==> config.mk <==
export PLATFORM = sky130hd
export DESIGN_NAME = pagemode_dram_ctrl
export DESIGN_NICKNAME = d
export VERILOG_FILES = /design/src/rtl/dram_pkg.sv /design/src/rtl/dram_grid.sv /design/src/rtl/row_buffer.sv /design/src/rtl/refresh_timer.sv /design/src/rtl/pagemode_dram_ctrl.sv
export SDC_FILE = /design/constraint.sdc
export NUM_CORES = 1
export LEC_CHECK = 0
export BUFFER_PORTS_ARGS = -buffer_cell sky130_fd_sc_hd__buf_4
export CAP_MARGIN = 20
export CELL_PAD_IN_SITES_DETAIL_PLACEMENT = 1
export CELL_PAD_IN_SITES_GLOBAL_PLACEMENT = 1
export CORE_ASPECT_RATIO = 0.8
export CORE_UTILIZATION = 45
export DETAILED_ROUTE_END_ITERATION = 16
export PLACE_DENSITY = 0.8
export SYNTH_ARGS = -nofsm -noshare
export SYNTH_HDL_FRONTEND = slang
export SYNTH_SLANG_ARGS = --single-unit
==> constraint.sdc <==
create_clock -name clk -period 5.59 [get_ports clk]
set_clock_uncertainty 0.15 [all_clocks]
set_input_delay 1.118 -clock clk [delete_from_list [all_inputs] [get_ports clk]]
set_output_delay 1.118 -clock clk [all_outputs]
set_load 0.01 [all_outputs]
==> src/rtl/dram_pkg.sv <==
// Shared types for the page-mode DRAM controller.
// Assumes nothing beyond the states listed below.
package dram_pkg;
    typedef enum logic [2:0] {
        ST_IDLE,  // waiting for a request or a refresh
        ST_PRE,   // write row buffer back, close row
        ST_ACT,   // row strobe: load row into buffer
        ST_CAS,   // column strobe: read or write one supercell
        ST_REF    // refresh strobe on one row
    } ctl_state_t;
endpackage

==> src/rtl/dram_grid.sv <==
// Cell array: ROWS x COLS supercells of WORD_W bits, stored one row per word.
// The row index is taken from the shared address bus. An activate latches
// that row for the later write-back, a precharge writes the buffer back into
// the latched row, and a refresh restores the row addressed on the bus.
// Assumes at most one of act/rfsh/pre is high in any cycle.
module dram_grid #(
    parameter int ROW_BITS = 2,
    parameter int COL_BITS = 2,
    parameter int WORD_W   = 8,
    parameter int BUS_W    = 2
) (
    input  logic                              clk,
    input  logic                              rst_n,
    input  logic                              act,
    input  logic                              rfsh,
    input  logic                              pre,
    input  logic [BUS_W-1:0]                  bus_addr,
    input  logic [(1<<COL_BITS)*WORD_W-1:0]   wb_data,
    output logic [(1<<COL_BITS)*WORD_W-1:0]   rd_data
);
    localparam int ROWS  = 1 << ROW_BITS;
    localparam int COLS  = 1 << COL_BITS;
    localparam int ROW_W = COLS * WORD_W;

    logic [ROW_W-1:0]    cells [ROWS];
    logic [ROW_BITS-1:0] row_sel;
    logic [ROW_BITS-1:0] latched_row;

    // Row index decoded from the shared bus.
    assign row_sel = bus_addr[ROW_BITS-1:0];
    assign rd_data = cells[row_sel];

    // Cell storage: seeded on reset, written back on precharge, restored on refresh.
    always_ff @(posedge clk) begin
        if (!rst_n) begin
            for (int r = 0; r < ROWS; r++)
                for (int c = 0; c < COLS; c++)
                    cells[r][c*WORD_W +: WORD_W] <= WORD_W'((r*COLS + c)*3 + 1);
        end else if (pre) begin
            cells[latched_row] <= wb_data;
        end else if (rfsh) begin
            cells[row_sel] <= cells[row_sel];
        end
    end

    // Row latch: remembers which row the buffer belongs to.
    always_ff @(posedge clk) begin
        if (!rst_n)   latched_row <= '0;
        else if (act) latched_row <= row_sel;
    end
endmodule

==> src/rtl/row_buffer.sv <==
// Row buffer: holds one full row, loaded on activate. One supercell can be
// written per cycle, and the column read is combinational.
// Assumes load and wr_en are never high together.
module row_buffer #(
    parameter int COL_BITS = 2,
    parameter int WORD_W   = 8
) (
    input  logic                              clk,
    input  logic                              rst_n,
    input  logic                              load,
    input  logic [(1<<COL_BITS)*WORD_W-1:0]   load_data,
    input  logic                              wr_en,
    input  logic [COL_BITS-1:0]               col,
    input  logic [WORD_W-1:0]                 wdata,
    output logic [WORD_W-1:0]                 rdata,
    output logic [(1<<COL_BITS)*WORD_W-1:0]   row_data
);
    localparam int COLS = 1 << COL_BITS;

    logic [WORD_W-1:0] words [COLS];

    // Column select for reads.
    assign rdata = words[col];

    // Flatten the words for write-back.
    generate
        for (genvar g = 0; g < COLS; g++) begin : g_flat
            assign row_data[g*WORD_W +: WORD_W] = words[g];
        end
    endgenerate

    // Buffer storage: whole-row load or single-column write.
    always_ff @(posedge clk) begin
        if (!rst_n) begin
            for (int c = 0; c < COLS; c++) words[c] <= '0;
        end else if (load) begin
            for (int c = 0; c < COLS; c++) words[c] <= load_data[c*WORD_W +: WORD_W];
        end else if (wr_en) begin
            words[col] <= wdata;
        end
    end
endmodule

==> src/rtl/refresh_timer.sv <==
// Refresh timer: raises pending every PERIOD cycles and holds it until ack.
// Assumes PERIOD >= 2.
module refresh_timer #(
    parameter int PERIOD = 1000
) (
    input  logic clk,
    input  logic rst_n,
    input  logic ack,
    output logic pending
);
    localparam int CNT_W = $clog2(PERIOD);

    logic [CNT_W-1:0] count;
    logic             wrap;

    assign wrap = (count == CNT_W'(PERIOD - 1));

    // Free-running interval counter.
    always_ff @(posedge clk) begin
        if (!rst_n)    count <= '0;
        else if (wrap) count <= '0;
        else           count <= count + 1'b1;
    end

    // Pending flag: set on wrap, cleared when the refresh is served.
    always_ff @(posedge clk) begin
        if (!rst_n)    pending <= 1'b0;
        else if (wrap) pending <= 1'b1;
        else if (ack)  pending <= 1'b0;
    end

    assert_pending_held_R9: assert property (@(posedge clk) disable iff (!rst_n)
        (pending && !ack) |=> pending);
    assert_wrap_raises_R8: assert property (@(posedge clk) disable iff (!rst_n)
        wrap |=> pending);
endmodule

==> src/rtl/pagemode_dram_ctrl.sv <==
// Page-mode DRAM controller with its cell array. It takes one request at a
// time, splits the address into row and column, and drives them over one
// shared bus with row and column strobes. The last row stays open, so a
// request to the same row needs only a column strobe. Periodic refresh comes
// before new requests. Assumes the requester holds req_valid until
// req_ready is seen high.
module pagemode_dram_ctrl #(
    parameter int ROW_BITS       = 2,
    parameter int COL_BITS       = 2,
    parameter int WORD_W         = 8,
    parameter int REFRESH_CYCLES = 1000
) (
    input  logic                           clk,
    input  logic                           rst_n,
    input  logic                           req_valid,
    output logic                           req_ready,
    input  logic                           req_write,
    input  logic [ROW_BITS+COL_BITS-1:0]   req_addr,
    input  logic [WORD_W-1:0]              req_wdata,
    output logic                           rsp_valid,
    output logic [WORD_W-1:0]              rsp_rdata,
    output logic                           bus_ras,
    output logic                           bus_cas,
    output logic [((ROW_BITS > COL_BITS) ? ROW_BITS : COL_BITS)-1:0] bus_addr
);
    import dram_pkg::*;

    localparam int ADDR_W = ROW_BITS + COL_BITS;
    localparam int BUS_W  = (ROW_BITS > COL_BITS) ? ROW_BITS : COL_BITS;
    localparam int ROW_W  = (1 << COL_BITS) * WORD_W;

    ctl_state_t          state;
    logic                is_wr;
    logic [ROW_BITS-1:0] row_q;
    logic [COL_BITS-1:0] col_q;
    logic [WORD_W-1:0]   wdata_q;
    logic                row_open;
    logic [ROW_BITS-1:0] open_row;
    logic                svc_ref;
    logic [ROW_BITS-1:0] ref_row;
    logic                ref_pend;
    logic [ROW_W-1:0]    grid_rd;
    logic [ROW_W-1:0]    buf_row;
    logic [WORD_W-1:0]   buf_rd;
    logic [ROW_BITS-1:0] req_row;
    logic [COL_BITS-1:0] req_col;

    assign req_row   = req_addr[ADDR_W-1:COL_BITS];
    assign req_col   = req_addr[COL_BITS-1:0];
    assign req_ready = (state == ST_IDLE) && !ref_pend;

    // Shared bus driver: row in activate/refresh, column in column phase.
    always_comb begin
        bus_ras  = (state == ST_ACT) || (state == ST_REF);
        bus_cas  = (state == ST_CAS);
        bus_addr = '0;
        case (state)
            ST_ACT:  bus_addr = BUS_W'(row_q);
            ST_REF:  bus_addr = BUS_W'(ref_row);
            ST_CAS:  bus_addr = BUS_W'(col_q);
            default: bus_addr = '0;
        endcase
    end

    dram_grid #(
        .ROW_BITS(ROW_BITS), .COL_BITS(COL_BITS), .WORD_W(WORD_W), .BUS_W(BUS_W)
    ) i_grid (
        .clk(clk), .rst_n(rst_n),
        .act(state == ST_ACT), .rfsh(state == ST_REF), .pre(state == ST_PRE),
        .bus_addr(bus_addr), .wb_data(buf_row), .rd_data(grid_rd)
    );

    row_buffer #(.COL_BITS(COL_BITS), .WORD_W(WORD_W)) i_rowbuf (
        .clk(clk), .rst_n(rst_n),
        .load(state == ST_ACT), .load_data(grid_rd),
        .wr_en((state == ST_CAS) && is_wr), .col(bus_addr[COL_BITS-1:0]),
        .wdata(wdata_q), .rdata(buf_rd), .row_data(buf_row)
    );

    refresh_timer #(.PERIOD(REFRESH_CYCLES)) i_refresh (
        .clk(clk), .rst_n(rst_n), .ack(state == ST_REF), .pending(ref_pend)
    );

    // Access sequencer: refresh first, then page hit, page miss or closed-row access.
    always_ff @(posedge clk) begin
        if (!rst_n) begin
            state    <= ST_IDLE;
            is_wr    <= 1'b0;
            row_q    <= '0;
            col_q    <= '0;
            wdata_q  <= '0;
            row_open <= 1'b0;
            open_row <= '0;
            svc_ref  <= 1'b0;
            ref_row  <= '0;
        end else begin
            case (state)
                ST_IDLE: begin
                    if (ref_pend) begin
                        svc_ref <= 1'b1;
                        state   <= row_open ? ST_PRE : ST_REF;
                    end else if (req_valid) begin
                        is_wr   <= req_write;
                        row_q   <= req_row;
                        col_q   <= req_col;
                        wdata_q <= req_wdata;
                        if (row_open && (req_row == open_row)) state <= ST_CAS;
                        else if (row_open)                     state <= ST_PRE;
                        else                                   state <= ST_ACT;
                    end
                end
                ST_PRE: begin
                    row_open <= 1'b0;
                    state    <= svc_ref ? ST_REF : ST_ACT;
                end
                ST_ACT: begin
                    row_open <= 1'b1;
                    open_row <= row_q;
                    state    <= ST_CAS;
                end
                ST_CAS: state <= ST_IDLE;
                ST_REF: begin
                    ref_row <= ref_row + 1'b1;
                    svc_ref <= 1'b0;
                    state   <= ST_IDLE;
                end
                default: state <= ST_IDLE;
            endcase
        end
    end

    // Read response register: one-cycle pulse after a read column phase.
    always_ff @(posedge clk) begin
        if (!rst_n) begin
            rsp_valid <= 1'b0;
            rsp_rdata <= '0;
        end else begin
            rsp_valid <= (state == ST_CAS) && !is_wr;
            if ((state == ST_CAS) && !is_wr) rsp_rdata <= buf_rd;
        end
    end

    assert_reset_closed_R1: assert property (@(posedge clk) disable iff (!rst_n)
        $past(!rst_n) |-> !row_open);
    assert_rsp_pulse_R3: assert property (@(posedge clk) disable iff (!rst_n)
        rsp_valid |=> !rsp_valid);
    assert_cas_open_row_R5: assert property (@(posedge clk) disable iff (!rst_n)
        bus_cas |-> row_open);
    assert_act_then_cas_R6: assert property (@(posedge clk) disable iff (!rst_n)
        (state == ST_ACT) |=> bus_cas);
    assert_pre_closes_R6: assert property (@(posedge clk) disable iff (!rst_n)
        (state == ST_PRE) |=> !row_open);
    assert_busy_not_ready_R7: assert property (@(posedge clk) disable iff (!rst_n)
        (state != ST_IDLE) |-> !req_ready);
    assert_ref_row_step_R8: assert property (@(posedge clk) disable iff (!rst_n)
        (state == ST_REF) |=> (ref_row == $past(ref_row) + 1'b1));
    assert_refresh_first_R9: assert property (@(posedge clk) disable iff (!rst_n)
        (state == ST_IDLE && ref_pend) |=> (state == ST_PRE || state == ST_REF));
endmodule

## Word-level counts from Yosys, hierarchy flattened

Memory sizes are Yosys's and may differ from the RTL's. A register that Yosys moved wholly into a read port is not among the register bits.
Cells that the tools add are included.

- Flip-flop bits (word level): 36
- Memory bits (writable): 160
- Input bits: 16
- Output and inout bits: 14
- Word-level logic and storage cells: 90
- Memories kept: 2

- Add/sub/neg operators: 2
- Equality and inequality tests: 8
- Multiplexer cells: 41
- Bitwise gates (word level): 6
- Reductions and logical operators: 18

Memory list:

| memory | depth | width | rd ports | clocked after memory_dff | write ports | RTL line | RTL |
|---|---|---|---|---|---|---|---|
| i_grid.cells | 4 | 32 | 1 | 0 | 4 | dram_grid.sv:25 | `logic [ROW_W-1:0] cells [ROWS];` |
| i_rowbuf.words | 4 | 8 | 5 | 1 | 4 | row_buffer.sv:20 | `logic [WORD_W-1:0] words [COLS];` |

Operators by type and width:

| cell | count |
|---|---|
| 32-bit two-way mux | 2 |
| 32-bit OR reduction | 2 |
| 8-bit two-way mux | 5 |
| 1-bit two-way mux | 21 |
| 3-bit two-way mux | 4 |
| 10-bit by 1-bit adder with 10-bit output (second input constant) | 1 |
| 10-bit == test (second input constant) | 1 |
| 2-bit two-way mux | 5 |
| 3-bit case mux with 3 select lines | 1 |
| 8-bit OR reduction | 1 |
| 3-bit by 2-bit == test with 1-bit output (second input constant) | 2 |
| 2-bit case mux with 3 select lines | 1 |
| 2-bit nonzero test | 3 |
| 1-bit logical AND | 4 |
| 1-bit OR | 4 |
| 1-bit case mux with 2 select lines | 2 |
| 3-bit by 1-bit == test with 1-bit output (second input constant) | 1 |
| 3-bit == test (second input constant) | 1 |
| 1-bit logical NOT | 3 |
| 3-bit logical NOT | 1 |
| 3-bit by 2-bit inequality test with 1-bit output (second input constant) | 1 |
| 3-bit AND reduction | 1 |
| 2-bit by 1-bit adder with 2-bit output (second input constant) | 1 |
| 2-bit == test | 1 |
| 5 further kinds | 6 |

## Logic depth before layout (Yosys ltp)

- Depth in word-level cells: 8
- Gate-level depth with buffers: 9
- Depth with buffers taken out: 6

## Hierarchy

Synthesis repeated with hierarchy kept, for this count alone.

- Cell total of the unflattened synthesis: 683
- Area, all modules: 9,934.5 sq um

Modules (own cells, without submodules):

| module | times used | cells each | area an instance (sq um) | seq. area each (sq um) |
|---|---|---|---|---|
| dram_grid | 1 | 381 | 6,354.8 | 3,883.7 |
| row_buffer | 1 | 103 | 1,681.6 | 960.9 |
| pagemode_dram_ctrl | 1 | 144 | 1,407.6 | 620.6 |
| refresh_timer | 1 | 55 | 490.5 | 220.2 |

## Worst setup path before layout

No wires, ideal clock.

- Path type: input to register
- Start: input port rst_n
- End: memory i_grid.cells[3][0] (netlist name), enable pin
- Setup time: 0.389 ns
- Arrival time: 2.836 ns
- Data required time: 5.051 ns
- Setup slack: 2.215 ns
- Stages on the path: 6
- Buffers on the path: 3
- Cell sequence: clkbuf_1 and3_1 clkbuf_1 o21ai_1 clkbuf_1 nand2_1

RTL lines:

| item | RTL line | RTL |
|---|---|---|
| start, declared | pagemode_dram_ctrl.sv:14 | `input logic rst_n,` |
| end, declared | dram_grid.sv:25 |  |

## Worst setup path in the final report

- Start: register state[0]
- End: output port bus_addr[0] (netlist name)

- Longest elaborated chain between the ends: 2
- Elaborated cells on any way between the ends: 4
- Those cells by class: eq/ne: 3; mux: 1

RTL lines:

| item | RTL line | RTL |
|---|---|---|
| start, declared | pagemode_dram_ctrl.sv:32 | `ctl_state_t state;` |
| start signal, assigned | pagemode_dram_ctrl.sv:101 | `state <= row_open ? ST_PRE : ST_REF;` |
| start signal, assigned | pagemode_dram_ctrl.sv:114 | `state <= svc_ref ? ST_REF : ST_ACT;` |
| 3-bit by 2-bit == test with 1-bit output or 3-bit == test (tied branches) | pagemode_dram_ctrl.sv:57 | `case (state)` |
| 2-bit case mux with 3 select lines (*) | pagemode_dram_ctrl.sv:57 |  |
| end, declared | pagemode_dram_ctrl.sv:24 | `output logic [((ROW_BITS > COL_BITS) ? ROW_BITS : COL_BITS)-1:0] bus_addr` |

Mark *: on every way between the ends. The rest lies on a longest branch, timed or not.

==> out/qor.csv <==
stage,metric,value,unit
floorplan,chip width,168,um
cells_and_area,"most common cell after layout, fill and taps aside",edfxtp_1,
setup_path,reg2reg setup slack,1.56,ns
cts,CTS resizes,0,
cts,Clock Sinks,204,
floorplan,Die H,135,um
timing,Setup TNS Final,0,ns
floorplan,die area,22600,um2
cells_and_area,area of the multi-input gates,3900,um2
cells_and_area,area added between synthesis and finish,11.9,%
hold_path,worst hold endpoint,i_refresh.count[0],
yosys,"EDFF count, synth",160,
yosys,Cells after Synth,850,
cts,TritonCTS Buffers,22,
grt,initial antenna violation count,0,
grt,first-pass GRT wire length,45.2,mm
grt,Total GRT Usage,26.6,%
timing,Fin. Hold Viols,0,
floorplan,core region area,21600,um2
route,First-pass DRT Iterations,5,
place,Final Wtd Congestion,0.798,
route,DRC Markers,0,
cells_and_area,fillcell total,2271,
cts,CTS tree,done,
setup_path,critical path data arrival time,3.04,ns
place,DP HPWL,17.9,mm
yosys,"Async S/R FF share, synth",0,%
setup_path,Reg2Reg Launch Point,state[0],
setup_path,CP max stage cell,dfxtp_1,
cts,Max clock buf depth,3,
grt,vias in the first global route,7473,
outcome,outcome,"finished, final reports clean",
cells_and_area,Storage cell area,5690,um2
hold_path,HP Start,i_refresh.count[0],
route,DR iter-0 viols,934,
power_and_ir_drop,leakage,3.96,nW
yosys,distinct cell type count after synthesis,54,
yosys,Synth Register Bits,204,
setup_path,WP buf/inv,2,
cts,Clock transition at path regs,0.06,ns
cells_and_area,post-layout util,51.3,%
yosys,synthesized area per cell,11.6,um2
timing,Final Slew Violations,0,
route,Antenna Nets Post-Route,0,
setup_path,FF-to-FF End,i_grid.cells[1][16],
timing,Max Freq,232,MHz
route,Wirelength per Cell,25.2,um
route,vias,7225,
setup_path,CP required,4.32,ns
setup_path,critical setup path kind,flip-flop to output pin,
yosys,Synth Warn #,0,
cells_and_area,layout net count,883,
grt,grt total ovfl,0,
floorplan,io pins,30,
setup_path,delay of the slowest critical-path stage,0.89,ns
power_and_ir_drop,power per cell area,354,nW/um2
cts,clk_lat worst skew,0.51,ns
power_and_ir_drop,VDD IR max,0.240,mV
route,vias per inst,6.24,
timing,Final period util,77.2,%
setup_path,crit end category,output pin,
route,routed wire length,29.1,mm
cells_and_area,share of cells above drive strength 1,15.8,%
timing,minimum clock period,4.31,ns
timing,worst-margin pin slew,0.929,ns
setup_path,crit start category,flip-flop,
job,Max Cap Violations,0,
place,Buffers on Ports,29,
hold_path,Hold Crit Depth,1,
cells_and_area,most frequent cells in the layout,"edfxtp_1, nand2_1, nor2_1, mux2i_1, buf_4",
grt,largest net degree at the start of global routing,53,
setup_path,Reg2Reg Depth,6,
timing,RSZ-0062 raised after global routing,no,
floorplan,Initial Util,45.8,%
cells_and_area,# diodes,0,
timing,"Setup violations, final",0,
yosys,syn nets,867,
timing,Slew headroom,38.0,%
cts,Root Driver,clkbuf_16,
setup_path,CP Cell Sequence,mux2i_1 > o21a_4 > inv_2 > buf_4,
yosys,Synth Cell Area,9880,um2
floorplan,floorplan row count,48,
setup_path,CP max FO,38,
yosys,register area share after synthesis,57.5,%
cts,H-tree levels,1,
cts,"Setup Fix Bufs, Post-CTS",0,
setup_path,Crit path depth,4,
cts,CTS hold repair buffers,0,
yosys,Synth Flop Type,edfxtp_1,
setup_path,Crit path max-delay family,flip-flops,
hold_path,Hold/Removal Path Class,flip-flop to flip-flop,
[state kept, by name (all words and copies together), names as in the netlist]
name                count
ref_row                 2
col_q                   2
i_grid.cells          128
rsp_rdata               8
is_wr                   1
i_refresh.pending       1
i_refresh.count        10
svc_ref                 1
state                   3
rsp_valid               1
row_q                   2
i_grid.latched_row      2
wdata_q                 8
i_rowbuf.words         32
row_open                1
open_row                2
[area by class of cell]
| cell class | count | area share, % |
|---|---|---|
| flip-flops and latches | 204 | 51.4 |
| multi-input cells | 582 | 35.3 |
| clock buffers | 27 | 5.52 |
| repair buffers | 50 | 3.40 |
| well taps | 275 | 3.11 |
| clock inverters | 13 | 1.01 |
| inverters | 6 | 0.226 |
[worst register-to-register path, stage by stage, from the launching register on]
cell      delay, ns
dfxtp_1        0.89
mux2i_1        0.32
o21a_4         0.62
buf_4          0.85
mux2_4         0.39
a221oi_2       0.43
nand2_1        0.12
[through the flow]
stage	instances	power [mW]	cell area, um2	hold WS, ns	worst slack, ns
finish	1157	3.91	11100	0.300	1.28
global route	1157	4.03	11100	0.341	1.15
CTS	1157	3.92	11100	0.305	1.25
detailed placement	1117	2.44	10300	0.291	1.55
global placement	1117	2.42	10300	0.275	1.60
floorplan	850	2.24	9880	0.268	2.22
[metal layers]
layer | wire, um | vias to the layer above | GRT usage, %
li1 | - | 3217 | -
met1 | 12600 | 3642 | 37.0
met2 | 13300 | 303 | 42.7
met3 | 2330 | 63 | 4.31
met4 | 884 | 0 | 8.41
met5 | 0 | - | 0
[synthesized netlist by cell type (5+ instances only)]
cell	n	area (um2)
nand2_1	129	484
dfxtp_1	44	881
edfxtp_1	160	4800
o21ai_0	10	50.1
nand2b_1	17	106
o221ai_1	28	245
o211a_1	17	170
nor2b_1	5	31.3
a21oi_1	12	60.1
buf_2	23	115
buf_6	6	67.6
a21boi_0	17	128
nand3_1	46	230
mux4_2	8	180
mux2i_1	61	611
or3_1	13	81.3
a22o_1	8	70.1
mux2_2	17	191
o21a_1	5	37.5
nand4_1	25	156
xor2_1	8	70.1
nor2_1	79	297
and2_1	5	31.3
a31oi_1	22	138
clkbuf_1	23	86.3
[how the worst max path moves through the flow]
stage          startpoint                 end
2_1_floorplan       rst_n  i_grid.cells[3][0]
3_3_place_gp        rst_n  i_grid.cells[0][5]
3_5_place_dp        rst_n  i_grid.cells[0][7]
4_1_cts          state[0]         bus_addr[0]
5_1_grt          state[0]         bus_addr[0]
6_report         state[0]         bus_addr[0]
[power by group]
part | leakage [nW] | switching [mW] | total (mW) | internal, mW
Sequential | 1.87 | 0.109 | 1.88 | 1.77
Combinational | 1.72 | 0.352 | 0.543 | 0.191
Clock | 0.364 | 0.617 | 1.48 | 0.866
Total | 3.96 | 1.08 | 3.91 | 2.83
[cell families (layout without fill, tap and decap cells)]
kind of cell / count (synthesis) / count (layout) / synth area share [%]
and+or+nand+nor: 344 / 344 / 16.5
DFF: 204 / 204 / 57.5
xor gates and xnor gates: 11 / 11 / 0.975
AOI/OAI and AO/OA: 135 / 135 / 10.9
adders and majority gates: 1 / 1 / 0.127
muxes: 91 / 91 / 10.7
buffers and inverters: 64 / 96 / 3.32
No activity file was read; power rests on OpenSTA's default activity.
